**config.mk**
```make
export PLATFORM = sky130hd
export DESIGN_NAME = hdx_tty_if
export DESIGN_NICKNAME = d
export VERILOG_FILES = /design/src/rtl/hdx_tty_pkg.sv /design/src/rtl/hdx_tty_decode.sv /design/src/rtl/hdx_tty_kbd.sv /design/src/rtl/hdx_tty_prn.sv /design/src/rtl/hdx_tty_if.sv
export SDC_FILE = /design/constraint.sdc
export NUM_CORES = 1
export LEC_CHECK = 0
export BUFFER_PORTS_ARGS = -buffer_cell sky130_fd_sc_hd__buf_2
export CORE_MARGIN = 10
export CORE_UTILIZATION = 25
export CTS_CLUSTER_DIAMETER = 150
export DETAILED_ROUTE_END_ITERATION = 8
export PLACE_DENSITY_LB_ADDON = 0.1
export SETUP_SLACK_MARGIN = 0.02
export SYNTH_ARGS = -nofsm -noshare
export SYNTH_HDL_FRONTEND = slang
export SYNTH_SLANG_ARGS = --single-unit
```
**constraint.sdc**
```tcl
create_clock -name clk -period 2.4 [get_ports clk]
set_clock_uncertainty 0.1 [all_clocks]
set_input_delay 0.12 -clock clk [delete_from_list [all_inputs] [get_ports clk]]
set_output_delay 0.12 -clock clk [all_outputs]
set_load 0.01 [all_outputs]
```
**src/rtl/hdx_tty_pkg.sv**
```systemverilog
package hdx_tty_pkg;

    localparam int CHAR_W  = 8;
    localparam logic [6:0] XOFF_CODE = 7'h13;

    typedef enum logic [1:0] {
        OP_CTL = 2'd0,
        OP_TST = 2'd1,
        OP_IN  = 2'd2,
        OP_OUT = 2'd3
    } io_op_e;

    typedef enum logic {
        DIR_IN  = 1'b0,
        DIR_OUT = 1'b1
    } dir_e;

    typedef struct packed {
        dir_e              dir;
        logic              ready;
        logic              enable;
        logic              busy;
        logic [CHAR_W-1:0] chr;
    } tty_state_t;

    typedef struct packed {
        logic              bad;
        logic              skip;
        logic              to_out;
        logic              to_in;
        logic              rdy_set;
        logic              rdy_clr;
        logic              chr_we;
        logic [CHAR_W-1:0] chr_wd;
        logic              prn_go;
    } cmd_act_t;

    function automatic logic [6:0] fold_upper(input logic [6:0] c);
        return (c >= 7'h61 && c <= 7'h7A) ? c - 7'h20 : c;
    endfunction

    function automatic logic [CHAR_W-1:0] bin_remap(input logic [CHAR_W-1:0] d);
        logic [CHAR_W-1:0] r;
        r = d | 8'h40;
        if (r[5]) r[6] = 1'b0;
        return r;
    endfunction

    function automatic logic [CHAR_W-1:0] kbd_xform(input logic [CHAR_W-1:0] c,
                                                    input logic brk,
                                                    input logic upper,
                                                    input logic wide);
        if (brk)        return '0;
        else if (upper) return {1'b1, fold_upper(c[6:0])};
        else if (wide)  return c;
        else            return {1'b0, c[6:0]};
    endfunction

    function automatic logic [CHAR_W-1:0] prn_xform(input logic [CHAR_W-1:0] c,
                                                    input logic upper,
                                                    input logic wide);
        if (upper)     return {1'b0, fold_upper(c[6:0])};
        else if (wide) return c;
        else           return {1'b0, c[6:0]};
    endfunction

endpackage

```
**src/rtl/hdx_tty_decode.sv**
```systemverilog
module hdx_tty_decode
    import hdx_tty_pkg::*;
#(
    parameter int DATA_W = 16
) (
    input  logic              valid,
    input  io_op_e            op,
    input  logic [3:0]        fn,
    input  logic [DATA_W-1:0] din,
    input  tty_state_t        st,
    output cmd_act_t          act,
    output logic [DATA_W-1:0] dout
);
    localparam int PAD_W = DATA_W - CHAR_W;

    logic irq_req;
    logic fn_data_ok;
    assign irq_req    = st.ready & st.enable;
    assign fn_data_ok = (fn == 4'd0) || (fn == 4'd2);

    always_comb begin
        act  = '0;
        dout = din;
        if (valid) begin
            unique case (op)
                OP_CTL: begin
                    if (fn[3:1] != 3'd0) begin
                        act.bad = 1'b1;
                    end else if (fn[0] && st.dir == DIR_IN) begin
                        act.to_out  = 1'b1;
                        act.rdy_set = ~st.busy;
                    end else if (!fn[0] && st.dir == DIR_OUT) begin
                        act.to_in   = 1'b1;
                        act.rdy_clr = 1'b1;
                    end
                end
                OP_TST: begin
                    if ((fn & 4'b1010) != 4'd0) begin
                        act.bad = 1'b1;
                    end else begin
                        unique case (fn)
                            4'd0:    act.skip = st.ready;
                            4'd1:    act.skip = (st.dir == DIR_OUT) && !st.busy;
                            4'd4:    act.skip = !irq_req;
                            default: act.skip = (st.dir == DIR_IN) &&
                                                (st.chr[6:0] == XOFF_CODE);
                        endcase
                    end
                end
                OP_IN: begin
                    if (!fn_data_ok) begin
                        act.bad = 1'b1;
                    end else if (st.ready) begin
                        act.skip    = 1'b1;
                        act.rdy_clr = (st.dir == DIR_IN);
                        if (fn[1])
                            dout = din | {{PAD_W{1'b0}}, 2'b00, st.chr[5:0]};
                        else
                            dout = din | {{PAD_W{1'b0}}, st.chr};
                    end
                end
                default: begin
                    if (!fn_data_ok) begin
                        act.bad = 1'b1;
                    end else if (st.ready) begin
                        act.skip   = 1'b1;
                        act.chr_we = 1'b1;
                        act.chr_wd = fn[1] ? bin_remap(din[CHAR_W-1:0])
                                           : din[CHAR_W-1:0];
                        if (st.dir == DIR_OUT) begin
                            act.prn_go  = 1'b1;
                            act.rdy_clr = 1'b1;
                        end
                    end
                end
            endcase
        end
    end

endmodule

```
**src/rtl/hdx_tty_kbd.sv**
```systemverilog
module hdx_tty_kbd
    import hdx_tty_pkg::*;
(
    input  logic              kbd_valid,
    input  logic [CHAR_W-1:0] kbd_char,
    input  logic              kbd_break,
    input  logic              cfg_upper,
    input  logic              cfg_wide,
    input  dir_e              dir,
    output logic              load,
    output logic [CHAR_W-1:0] load_char
);
    assign load      = kbd_valid && (dir == DIR_IN);
    assign load_char = kbd_xform(kbd_char, kbd_break, cfg_upper, cfg_wide);
endmodule

```
**src/rtl/hdx_tty_prn.sv**
```systemverilog
module hdx_tty_prn
    import hdx_tty_pkg::*;
(
    input  logic              clk,
    input  logic              rst,
    input  logic              go,
    input  logic              done,
    input  logic [CHAR_W-1:0] chr,
    input  logic              cfg_upper,
    input  logic              cfg_wide,
    output logic              busy,
    output logic              done_evt,
    output logic              prn_start,
    output logic [CHAR_W-1:0] prn_char
);
    logic busy_q;
    logic start_q;

    assign done_evt = done && busy_q;

    always_ff @(posedge clk) begin
        if (rst) begin
            busy_q  <= 1'b0;
            start_q <= 1'b0;
        end else begin
            start_q <= go;
            if (go)            busy_q <= 1'b1;
            else if (done_evt) busy_q <= 1'b0;
        end
    end

    assign busy      = busy_q;
    assign prn_start = start_q;
    assign prn_char  = prn_xform(chr, cfg_upper, cfg_wide);

    assert_busy_with_start_R6: assert property (@(posedge clk) disable iff (rst)
        start_q |-> busy_q);

endmodule

```
**src/rtl/hdx_tty_if.sv**
```systemverilog
module hdx_tty_if
    import hdx_tty_pkg::*;
#(
    parameter int DATA_W = 16
) (
    input  logic              clk,
    input  logic              rst,
    input  logic              io_valid,
    input  logic [1:0]        io_op,
    input  logic [3:0]        io_fn,
    input  logic [DATA_W-1:0] io_din,
    output logic [DATA_W-1:0] io_dout,
    output logic              io_skip,
    output logic              io_badfn,
    input  logic              mask_we,
    input  logic              mask_val,
    output logic              irq,
    input  logic              kbd_valid,
    input  logic [7:0]        kbd_char,
    input  logic              kbd_break,
    output logic              prn_start,
    output logic [7:0]        prn_char,
    input  logic              prn_done,
    input  logic              cfg_upper,
    input  logic              cfg_wide
);
    dir_e              dir_q;
    logic              ready_q, ready_n;
    logic              en_q;
    logic [CHAR_W-1:0] chr_q;
    logic              busy;
    logic              done_evt;
    logic              kbd_load;
    logic [CHAR_W-1:0] kbd_val;
    tty_state_t        st;
    cmd_act_t          act;

    assign st = '{dir: dir_q, ready: ready_q, enable: en_q, busy: busy, chr: chr_q};

    hdx_tty_decode #(.DATA_W(DATA_W)) u_decode (
        .valid (io_valid),
        .op    (io_op_e'(io_op)),
        .fn    (io_fn),
        .din   (io_din),
        .st    (st),
        .act   (act),
        .dout  (io_dout)
    );

    hdx_tty_kbd u_kbd (
        .kbd_valid (kbd_valid),
        .kbd_char  (kbd_char),
        .kbd_break (kbd_break),
        .cfg_upper (cfg_upper),
        .cfg_wide  (cfg_wide),
        .dir       (dir_q),
        .load      (kbd_load),
        .load_char (kbd_val)
    );

    hdx_tty_prn u_prn (
        .clk       (clk),
        .rst       (rst),
        .go        (act.prn_go),
        .done      (prn_done),
        .chr       (chr_q),
        .cfg_upper (cfg_upper),
        .cfg_wide  (cfg_wide),
        .busy      (busy),
        .done_evt  (done_evt),
        .prn_start (prn_start),
        .prn_char  (prn_char)
    );

    assign io_skip  = act.skip;
    assign io_badfn = act.bad;
    assign irq      = ready_q & en_q;

    // Ready: printer completion first, bus command overrides, keyboard last.
    always_comb begin
        ready_n = ready_q;
        if (done_evt)    ready_n = 1'b1;
        if (act.rdy_set) ready_n = 1'b1;
        if (act.rdy_clr) ready_n = 1'b0;
        if (kbd_load)    ready_n = 1'b1;
    end

    always_ff @(posedge clk) begin
        if (rst) begin
            dir_q   <= DIR_IN;
            ready_q <= 1'b0;
            en_q    <= 1'b0;
            chr_q   <= '0;
        end else begin
            ready_q <= ready_n;
            if (mask_we)         en_q  <= mask_val;
            if (act.to_out)      dir_q <= DIR_OUT;
            else if (act.to_in)  dir_q <= DIR_IN;
            if (kbd_load)        chr_q <= kbd_val;
            else if (act.chr_we) chr_q <= act.chr_wd;
        end
    end

    assert_reset_state_R1: assert property (@(posedge clk)
        rst |=> (dir_q == DIR_IN && !ready_q && !en_q && chr_q == '0 && !prn_start));

    assert_start_clears_ready_R6: assert property (@(posedge clk) disable iff (rst)
        prn_start |-> !ready_q);

    assert_kbd_ignored_R7: assert property (@(posedge clk) disable iff (rst)
        (kbd_valid && dir_q == DIR_OUT && !(io_valid && io_op == 2'd3)) |=> $stable(chr_q));

    assert_done_sets_ready_R11: assert property (@(posedge clk) disable iff (rst)
        (prn_done && busy && !io_valid) |=> ready_q);

    assert_badfn_inert_R12: assert property (@(posedge clk) disable iff (rst)
        (io_badfn && !kbd_valid && !prn_done) |=> ($stable(ready_q) && $stable(dir_q) && $stable(chr_q)));

    assert_badfn_noskip_R12: assert property (@(posedge clk) disable iff (rst)
        io_badfn |-> (!io_skip && io_dout == io_din));

endmodule

```
-- Word level (Yosys, flattened, before mapping)
Cells that the tools add are included.
- register bits: 13
- input port bits: 40
- output and inout port bits: 28
- logic and storage cells: 91
- add/sub/neg operators: 2
- $lt $le $gt $ge: 4
- equality and inequality tests: 6
- muxes and demuxes: 47
- bitwise logic cells: 5
- reduce and logical (&&, ||, !) cells: 21
- operators by type and width (cell ; count):
    $mux 16 ; 6
    $mux 8 ; 7
    $mux 1 ; 22
    $mux 11 ; 2
    $mux 7 ; 3
    $or 16x6->16 ; 1
    $or 16x8->16 ; 1
    $ge 7x7->1 const B ; 2
    $le 7x7->1 const B ; 2
    $sub 7x6->7 const B ; 2
    $mux 10 ; 1
    $logic_and 1x1->1 ; 8
    $reduce_bool 4->1 ; 2
    $eq 7x5->1 const B ; 1
    $pmux 1 s3 ; 2
    $reduce_bool 2->1 ; 3
    $eq 4x1->1 const B ; 1
    $eq 4x2->1 const B ; 1
    $eq 4x3->1 const B ; 1
    $logic_not 4->1 ; 1
    $mux 4 ; 1
    $pmux 1 s2 ; 2
    $logic_not 1->1 ; 3
    $mux 3 ; 1
    8 further kinds ; 9

-- Logic depth before layout (Yosys ltp)
Gate-level depths: netlist of run 1.
- depth after elaboration: 10
- depth in mapped cells: 6
- gate-level depth less buffers: 5

-- Cells and area by module
A second synthesis of run 1 with hierarchy kept.
- cells, all modules: 159
- area total of the unflattened synthesis: 1257.5 um^2
- modules (own cells, without submodules) (module ; instances ; cells an instance ; area each (um^2) ; sequential area each (um^2)):
    hdx_tty_if ; 1 ; 47 ; 483.0 ; 220.2
    hdx_tty_decode ; 1 ; 63 ; 415.4 ; 0.0
    hdx_tty_prn ; 1 ; 27 ; 206.4 ; 40.0
    hdx_tty_kbd ; 1 ; 22 ; 152.6 ; 0.0

-- Worst setup path after synthesis of run 1
Ideal clock, no wire load.
- path kind: input to register
- start: in io_fn[0]
- end: reg chr_q[7]
- setup time: 0.129 ns
- data arrival time: 1.540 ns
- data required time: 2.171 ns
- setup slack: 0.631 ns
- cell stages on the path: 6
- path buffers: 1
- cells stage by stage: or4b_1 -> clkbuf_1 -> nor2_4 -> mux2_2 -> a21oi_1 -> nor2_1
- longest elaborated chain between the ends: 7
- elaborated cells on any way between the ends: 9
- classes of those cells: eq/ne: 1; mux: 5; reduce/logical: 3
- RTL lines (what ; line ; source):
    start: declaration ; hdx_tty_if.sv:10 ; input logic [3:0] io_fn,
    $eq 4x2->1 or $logic_not 4->1 (tied branches) ; hdx_tty_decode.sv:19 ; assign fn_data_ok = (fn == 4'd0) || (fn == 4'd2);
    $logic_or 1x1->1 (*) ; hdx_tty_decode.sv:19 ;
    $mux 11 (*) ; hdx_tty_decode.sv:63 ; if (!fn_data_ok) begin
    $mux 10 (*) ; hdx_tty_decode.sv:25 ; unique case (op)
    $mux 16 (*) ; hdx_tty_decode.sv:24 ; if (valid) begin
    $mux 8 ; hdx_tty_if.sv:100 ; else if (act.chr_we) chr_q <= act.chr_wd;
    $mux 8 ; hdx_tty_if.sv:99 ; if (kbd_load) chr_q <= kbd_val;
    end signal: assignment ; hdx_tty_if.sv:99 ;
    end signal: assignment ; hdx_tty_if.sv:100 ;
    end: declaration ; hdx_tty_if.sv:30 ; logic [CHAR_W-1:0] chr_q;
Every way passes the cells marked *; elsewhere a longest branch is shown, timed or not. The select of a mux whose other input is x is not followed.
A chain may end at the register's enable or synchronous reset.

-- Worst setup path after layout of run 1
- start: reg chr_q[4]
- end: out prn_char[6]
- longest elaborated chain between the ends: 4
- elaborated cells on any way between the ends: 6
- classes of those cells: add/sub: 1; order compare: 2; mux: 2; reduce/logical: 1
- RTL lines (what ; line ; source):
    $ge 7x7->1 or $le 7x7->1 (tied branches) ; hdx_tty_pkg.sv:39 ; return (c >= 7'h61 && c <= 7'h7A) ? c - 7'h20 : c;
    $logic_and 1x1->1 ; hdx_tty_pkg.sv:39 ;
    $mux 7 (*) ; hdx_tty_pkg.sv:39 ;
    $mux 8 (*) ; hdx_tty_pkg.sv:62 ; if (upper) return {1'b0, fold_upper(c[6:0])};
    end: declaration ; hdx_tty_if.sv:22 ; output logic [7:0] prn_char,
Every way passes the cells marked *; elsewhere a longest branch is shown, timed or not.

==> flow_metrics.env, run 1 <==
export IMPL_run_status="completed"
export IMPL_timing_critical_path_buf_inv=1
export IMPL_holdCritPathClass="in2reg"
export IMPL_register_area_um2=260
export IMPL_synthesis_nets=180
export IMPL_syn_mean_instance_area_um2=7.82
export IMPL_pwr_share_clk=0.338
export IMPL_syn_cell_area_um2=1080
export IMPL_path_cells="or4_1 > o221a_2 > nand2_1 > mux2i_1 > buf_2"
export IMPL_dr_total_vias=1140
export IMPL_clock_tree_buffer_depth=2
export IMPL_routed_wl_per_cell_um=16.2
export IMPL_maximum_achievable_frequency_mhz=474
export IMPL_die_width_um=85.7
export IMPL_power_internal_uw=406
export IMPL_cts_hold_repair_buffers=0
export IMPL_critical_path_required_ns=2.18
export IMPL_setup_violations=0
export IMPL_place_port_buffers=51
export IMPL_max_capacitance_violation_count=0
export IMPL_timing_critical_path_slowest_stage_cell="or4_1"
export IMPL_switch_share=0.286
export IMPL_die_h_um=85.7
export IMPL_instances_no_fill=227
export IMPL_cts_repair_timing_setup_buffer_count=0
export IMPL_finalCritPeriodShare=0.878
export IMPL_synth_top_flop_cell="dfxtp_1"
export IMPL_vias_in_the_first_global_route=1226
export IMPL_layout_filler_cells=453
export IMPL_grt_use_total=0.0943
export IMPL_crit_fanout=6
export IMPL_post_cts_resized_instances=0
export IMPL_ant_nets_after_route=0
export IMPL_global_route_wire_length_before_repair_mm=5.82
export IMPL_finalNetCount=220
export IMPL_crit_path_max_incr_delay_ns=0.56
export IMPL_via_per_inst=5.02
export IMPL_area_of_the_die_um2=7350
export IMPL_synth_lib_cells_used_distinct=43
export IMPL_ioPinCount=68
export IMPL_clk_pin_slew_worst_paths_ns=0.05
export IMPL_timing_critical_path_to_type="primary output"
export IMPL_cts_root_buf="clkbuf_8"
export IMPL_syn2layout_area_growth_pct=23.8
export IMPL_htreeDepth=1
export IMPL_cts_sinks=13
export IMPL_n_antenna_cell=0
export IMPL_tritoncts="yes"
export IMPL_yosysWarningCount=0
export IMPL_vdd_ir_drop_max_mv=0.306
export IMPL_drt_first_pass_iters=4
export IMPL_area_of_the_multi_input_gates_um2=683
export IMPL_gpl_final_weighted_congestion=0.767
export IMPL_register_bit_total_from_synthesis=13
export IMPL_core_rowCount=23
export IMPL_cts_buffers=3
export IMPL_syn_inst=138
export IMPL_grt_antenna_before_repair=0
export IMPL_clock_insertion_delay_worst_skew_ns=0.24
export IMPL_grt_ovfl_total=0
export IMPL_number_of_enable_type_register_cells_in_the_synthesized_netlist=0
export IMPL_post_detail_place_hpwl_mm=3.05
export IMPL_initial_standard_cell_utilization_of_the_core=0.264
export IMPL_slew_violations=0
export IMPL_setup_tns_ns=0
export IMPL_power_leakage_uw=0.000613
export IMPL_drt_iter0_drc=57
export IMPL_route_final_wire_length_mm=3.68
export IMPL_power_density_nw_per_um2=426
export IMPL_fp_coreArea_um2=4090
export IMPL_seqPwrFrac=0.424
export IMPL_drive_above_1_share=0.362
export IMPL_rsz_0062_raised_after_global_routing="false"
export IMPL_critPathKind="reg2out"
export IMPL_timing_worst_slew_pin_value_ns=0.514
export IMPL_p_switching_uw=163
export IMPL_worst_slew_margin_rel=0.656
export IMPL_async_reset_ff_frac=0
export IMPL_synth_yosys_seq_area_share=0.241
export IMPL_grt_start_max_net_pins=15
export IMPL_cpLargestDelayFamily="simple AND/OR/NAND/NOR gates"
export IMPL_finalHoldViolCount=0
export IMPL_worst_ep_arrival_time_ns=1.89
export IMPL_critical_path_startpoint_type="flip-flop"
export IMPL_finalCriticalPeriod_ns=2.11
export IMPL_drcViolationCount=0
export IMPL_numPlacedInstances=223
export IMPL_pwr_share_comb=0.238
## placed cells by master (no fill, tap or decap), types with 2 or more instances in the layout
cell type and n:
dfxtp_1 13, ha_1 2, a31oi_1 2, a21o_1 8
nand2b_1 2, mux2i_1 5, o21ai_0 9, inv_1 6
or4_1 2, nor2_1 11, o32ai_1 3, clkbuf_8 3
a21oi_1 12, nor3_1 4, nand2_1 11, buf_2 51
xnor2_1 2, a311oi_1 5
## state kept, by name (all words and copies together) (netlist names)
name and cells:
chr_q 8, dir_q 1, en_q 1, ready_q 1, u_prn.busy 1, u_prn.prn_start 1
## metrics by stage
| stage | power [uW] | instance area (um^2) | hold slack [ns] | worst slack (ns) | utilization |
|---|---|---|---|---|---|
| after floorplan | 331 | 1080 | 0.0921 | 0.631 | - |
| after global placement | 380 | 1290 | 0.140 | 0.540 | 0.316 |
| after detailed placement | 382 | 1290 | 0.140 | 0.534 | 0.316 |
| after CTS | 579 | 1340 | 0.0277 | 0.279 | 0.327 |
| after global routing | 606 | 1340 | 0.0659 | 0.202 | 0.327 |
| final | 569 | 1340 | 0.0272 | 0.292 | 0.327 |
## synth_stat cells (all sizes together), types with 2 or more instances
cell type	instances	area share
mux2i	5	0.046
ha	2	0.023
a21o	8	0.056
or4b	3	0.031
inv	6	0.021
nand2	11	0.038
xnor2	2	0.016
and2	2	0.013
a311oi	5	0.041
buf	14	0.095
or4	2	0.014
nor3	4	0.019
nand2b	3	0.024
nor2	12	0.049
clkbuf	3	0.010
o32ai	3	0.024
a31oi	2	0.012
dfxtp	13	0.24
a21oi	13	0.064
o21ai	9	0.042
## power by group through the flow
stage               sequential [uW]  clock, uW  combinational, uW
floorplan                       240          0               91.4
global placement                245          0                134
detailed placement              246          0                136
CTS                             241        201                137
global route                    243        213                150
finish                          241        192                135
## worst paths after layout
path              depth (start not counted)  slack [ns]        from          end
setup / recovery                          5        0.29    chr_q[4]  prn_char[6]
hold / removal                            3        0.03    mask_val         en_q
setup reg to reg                          4        0.82       dir_q     chr_q[6]
hold reg to reg                           2        0.41  u_prn.busy   u_prn.busy
## layer usage
layer	up-vias	global-route usage	wire length, um
met4	0	0.0150	27
met5	-	0	0
met2	31	0.163	1760
li1	580	-	-
met1	525	0.103	1570
met3	4	0.0454	323
## worst min-delay path, delay by kind of cell
| kind | cells | cell delay, ns |
|---|---|---|
| and+or+nand+nor | 1 | 0.08 |
| buffers and inverters | 1 | 0.07 |
| muxes | 1 | 0.05 |
## cell families (layout without fill, tap and decap cells)
kind of cell	count (synthesis)	after routing	share of synthesized area
AOI/OAI and AO/OA	48	48	0.304
xor gates and xnor gates	2	2	0.0162
adders and majority gates	2	2	0.0232
buffers and inverters	23	62	0.126
DFF	13	13	0.241
muxes	6	6	0.0568
and+or+nand+nor	44	44	0.233
## cell type report
class / count / share of cell area
well taps: 50 / 0.0468
inverters: 6 / 0.0169
repair buffers: 52 / 0.197
multi-input cells: 102 / 0.511
flip-flops and latches: 13 / 0.195
clock buffers: 4 / 0.0337
No activity file was read; power rests on OpenSTA's default activity.
==> run 2, diff against run 1 <==
- GPL_TIMING_DRIVEN: not set -> 0
==> run 2 against run 1 <==
Clock-buffer cell count stayed put. Clock power is 5% higher. Design area is 12% higher. Total power is 6.9% higher. Die area stayed put. Critical endpoint unchanged. Largest power group unchanged. Highest routed layer is now met3.
==> flow_metrics.env, run 2 (same netlist as run 1, synthesis figures left out) <==
export IMPL_maximum_achievable_frequency_mhz=468
export IMPL_finalNetCount=245
export IMPL_die_h_um=85.7
export IMPL_drive_above_1_share=0.421
export IMPL_route_final_wire_length_mm=3.94
export IMPL_critical_path_required_ns=2.18
export IMPL_tritoncts="yes"
export IMPL_cts_hold_repair_buffers=1
export IMPL_drcViolationCount=0
export IMPL_clk_pin_slew_worst_paths_ns=0.06
export IMPL_worst_ep_arrival_time_ns=1.91
export IMPL_grt_antenna_before_repair=0
export IMPL_layout_filler_cells=467
export IMPL_routed_wl_per_cell_um=15.6
export IMPL_ant_nets_after_route=0
export IMPL_finalHoldViolCount=0
export IMPL_drt_iter0_drc=52
export IMPL_max_capacitance_violation_count=0
export IMPL_critical_path_startpoint_type="flip-flop"
export IMPL_power_density_nw_per_um2=408
export IMPL_power_leakage_uw=0.000715
export IMPL_vdd_ir_drop_max_mv=0.253
export IMPL_seqPwrFrac=0.396
export IMPL_pwr_share_comb=0.272
export IMPL_slew_violations=0
export IMPL_ioPinCount=68
export IMPL_switch_share=0.298
export IMPL_cts_repair_timing_setup_buffer_count=0
export IMPL_layout_core_utilization=0.365
export IMPL_setup_violations=0
export IMPL_layout_common_cells="buf_2, buf_4, dfxtp_1, a21oi_1"
export IMPL_timing_critical_path_buf_inv=1
export IMPL_finalCriticalPeriod_ns=2.13
export IMPL_worst_slew_margin_rel=0.648
export IMPL_timing_worst_slew_pin_value_ns=0.529
export IMPL_cts_sinks=13
export IMPL_fp_coreArea_um2=4090
export IMPL_global_route_wire_length_before_repair_mm=6.40
export IMPL_grt_use_total=0.104
export IMPL_cts_buffers=3
export IMPL_top_register="chr_q"
export IMPL_power_internal_uw=427
export IMPL_crit_path_max_incr_delay_ns=0.57
export IMPL_dr_total_vias=1253
export IMPL_post_detail_place_hpwl_mm=3.31
export IMPL_path_cells="or4_1 > o221a_2 > nand2_1 > mux2i_1 > buf_2"
export IMPL_critPathKind="reg2out"
export IMPL_syn2layout_area_growth_pct=38.2
export IMPL_pwr_share_clk=0.332
export IMPL_cpLargestDelayFamily="simple AND/OR/NAND/NOR gates"
export IMPL_htreeDepth=1
export IMPL_p_switching_uw=181
export IMPL_run_status="completed"
export IMPL_place_port_buffers=59
export IMPL_layout_commonest_cell="buf_2"
export IMPL_holdCritPathClass="in2reg"
export IMPL_clock_insertion_delay_worst_skew_ns=0.24
export IMPL_worst_hold_slack_after_final_layout_ns=0.0166
export IMPL_core_rowCount=23
export IMPL_via_per_inst=4.97
export IMPL_grt_start_max_net_pins=11
export IMPL_finalCritPeriodShare=0.889
export IMPL_clock_tree_buffer_depth=2
export IMPL_post_cts_resized_instances=0
export IMPL_crit_fanout=6
export IMPL_vias_in_the_first_global_route=1334
export IMPL_timing_critical_path_to_type="primary output"
export IMPL_gpl_final_weighted_congestion=0.763
export IMPL_cts_root_buf="clkbuf_8"
export IMPL_number_of_flip_flops_under_the_largest_register_name=8
export IMPL_drt_first_pass_iters=4
export IMPL_finalInstanceArea_um2=1490
export IMPL_grt_ovfl_total=0
export IMPL_n_antenna_cell=0
export IMPL_timing_critical_path_slowest_stage_cell="or4_1"
export IMPL_setup_tns_ns=0
export IMPL_area_of_the_die_um2=7350
export IMPL_initial_standard_cell_utilization_of_the_core=0.264
export IMPL_detailed_place_area_um2=1440
export IMPL_die_width_um=85.7
export IMPL_rsz_0062_raised_after_global_routing="false"
[run 2: cell count changes in the layout (fill, tap and decap cells not counted), sizes merged]
cell and change:
buf +21, clkbuf +3, dlygate4sd3 +1
[run 2: worst paths after layout]
| path | slack (ns) | startpoint | endpoint | cells past startpoint |
|---|---|---|---|---|
| max reg2reg | 0.69 | ready_q | chr_q[7] | 5 |
| max | 0.27 | chr_q[4] | prn_char[6] | 5 |
| min reg2reg | 0.41 | en_q | en_q | 2 |
| min | 0.02 | mask_val | en_q | 3 |
[run 2: power by group through the flow]
stage / Clock (uW) / Sequential (uW) / Combinational [uW]
after floorplan: 0 / 240 / 91.4
after global placement: 0 / 245 / 163
after detailed placement: 0 / 246 / 165
after CTS: 204 / 241 / 168
after global routing: 216 / 243 / 184
final: 202 / 241 / 165
[run 2: metal layers]
layer	wire length (um)	up-vias	global-route usage
li1	-	633	-
met2	1910	49	0.183
met5	0	-	0
met1	1640	571	0.114
met3	392	0	0.0520
met4	0	0	0.00449
[run 2: layout make-up]
class	instances	area (um^2)	area share
well taps	50	62.6	0.0419
inverters	6	22.5	0.0151
flip-flops and latches	13	260	0.174
clock buffers	4	45.0	0.0302
multi-input cells	102	683	0.458
repair buffers	60	305	0.205
plain buffers	17	114	0.0763
[run 2: stage by stage]
stage / instances / setup slack, ns / total power [uW]
2_1_floorplan: 138 / 0.631 / 331
3_3_place_gp: 247 / 0.322 / 409
3_5_place_dp: 247 / 0.334 / 411
4_1_cts: 252 / 0.263 / 613
5_1_grt: 252 / 0.138 / 643
6_report: 252 / 0.266 / 608
[run 2: worst reg2reg max path: stages, from the launching register on]
cell	delay, ns
dfxtp_1	0.39
nand3_1	0.22
nor2_4	0.31
mux2_2	0.37
a21oi_1	0.14
nor2_1	0.05
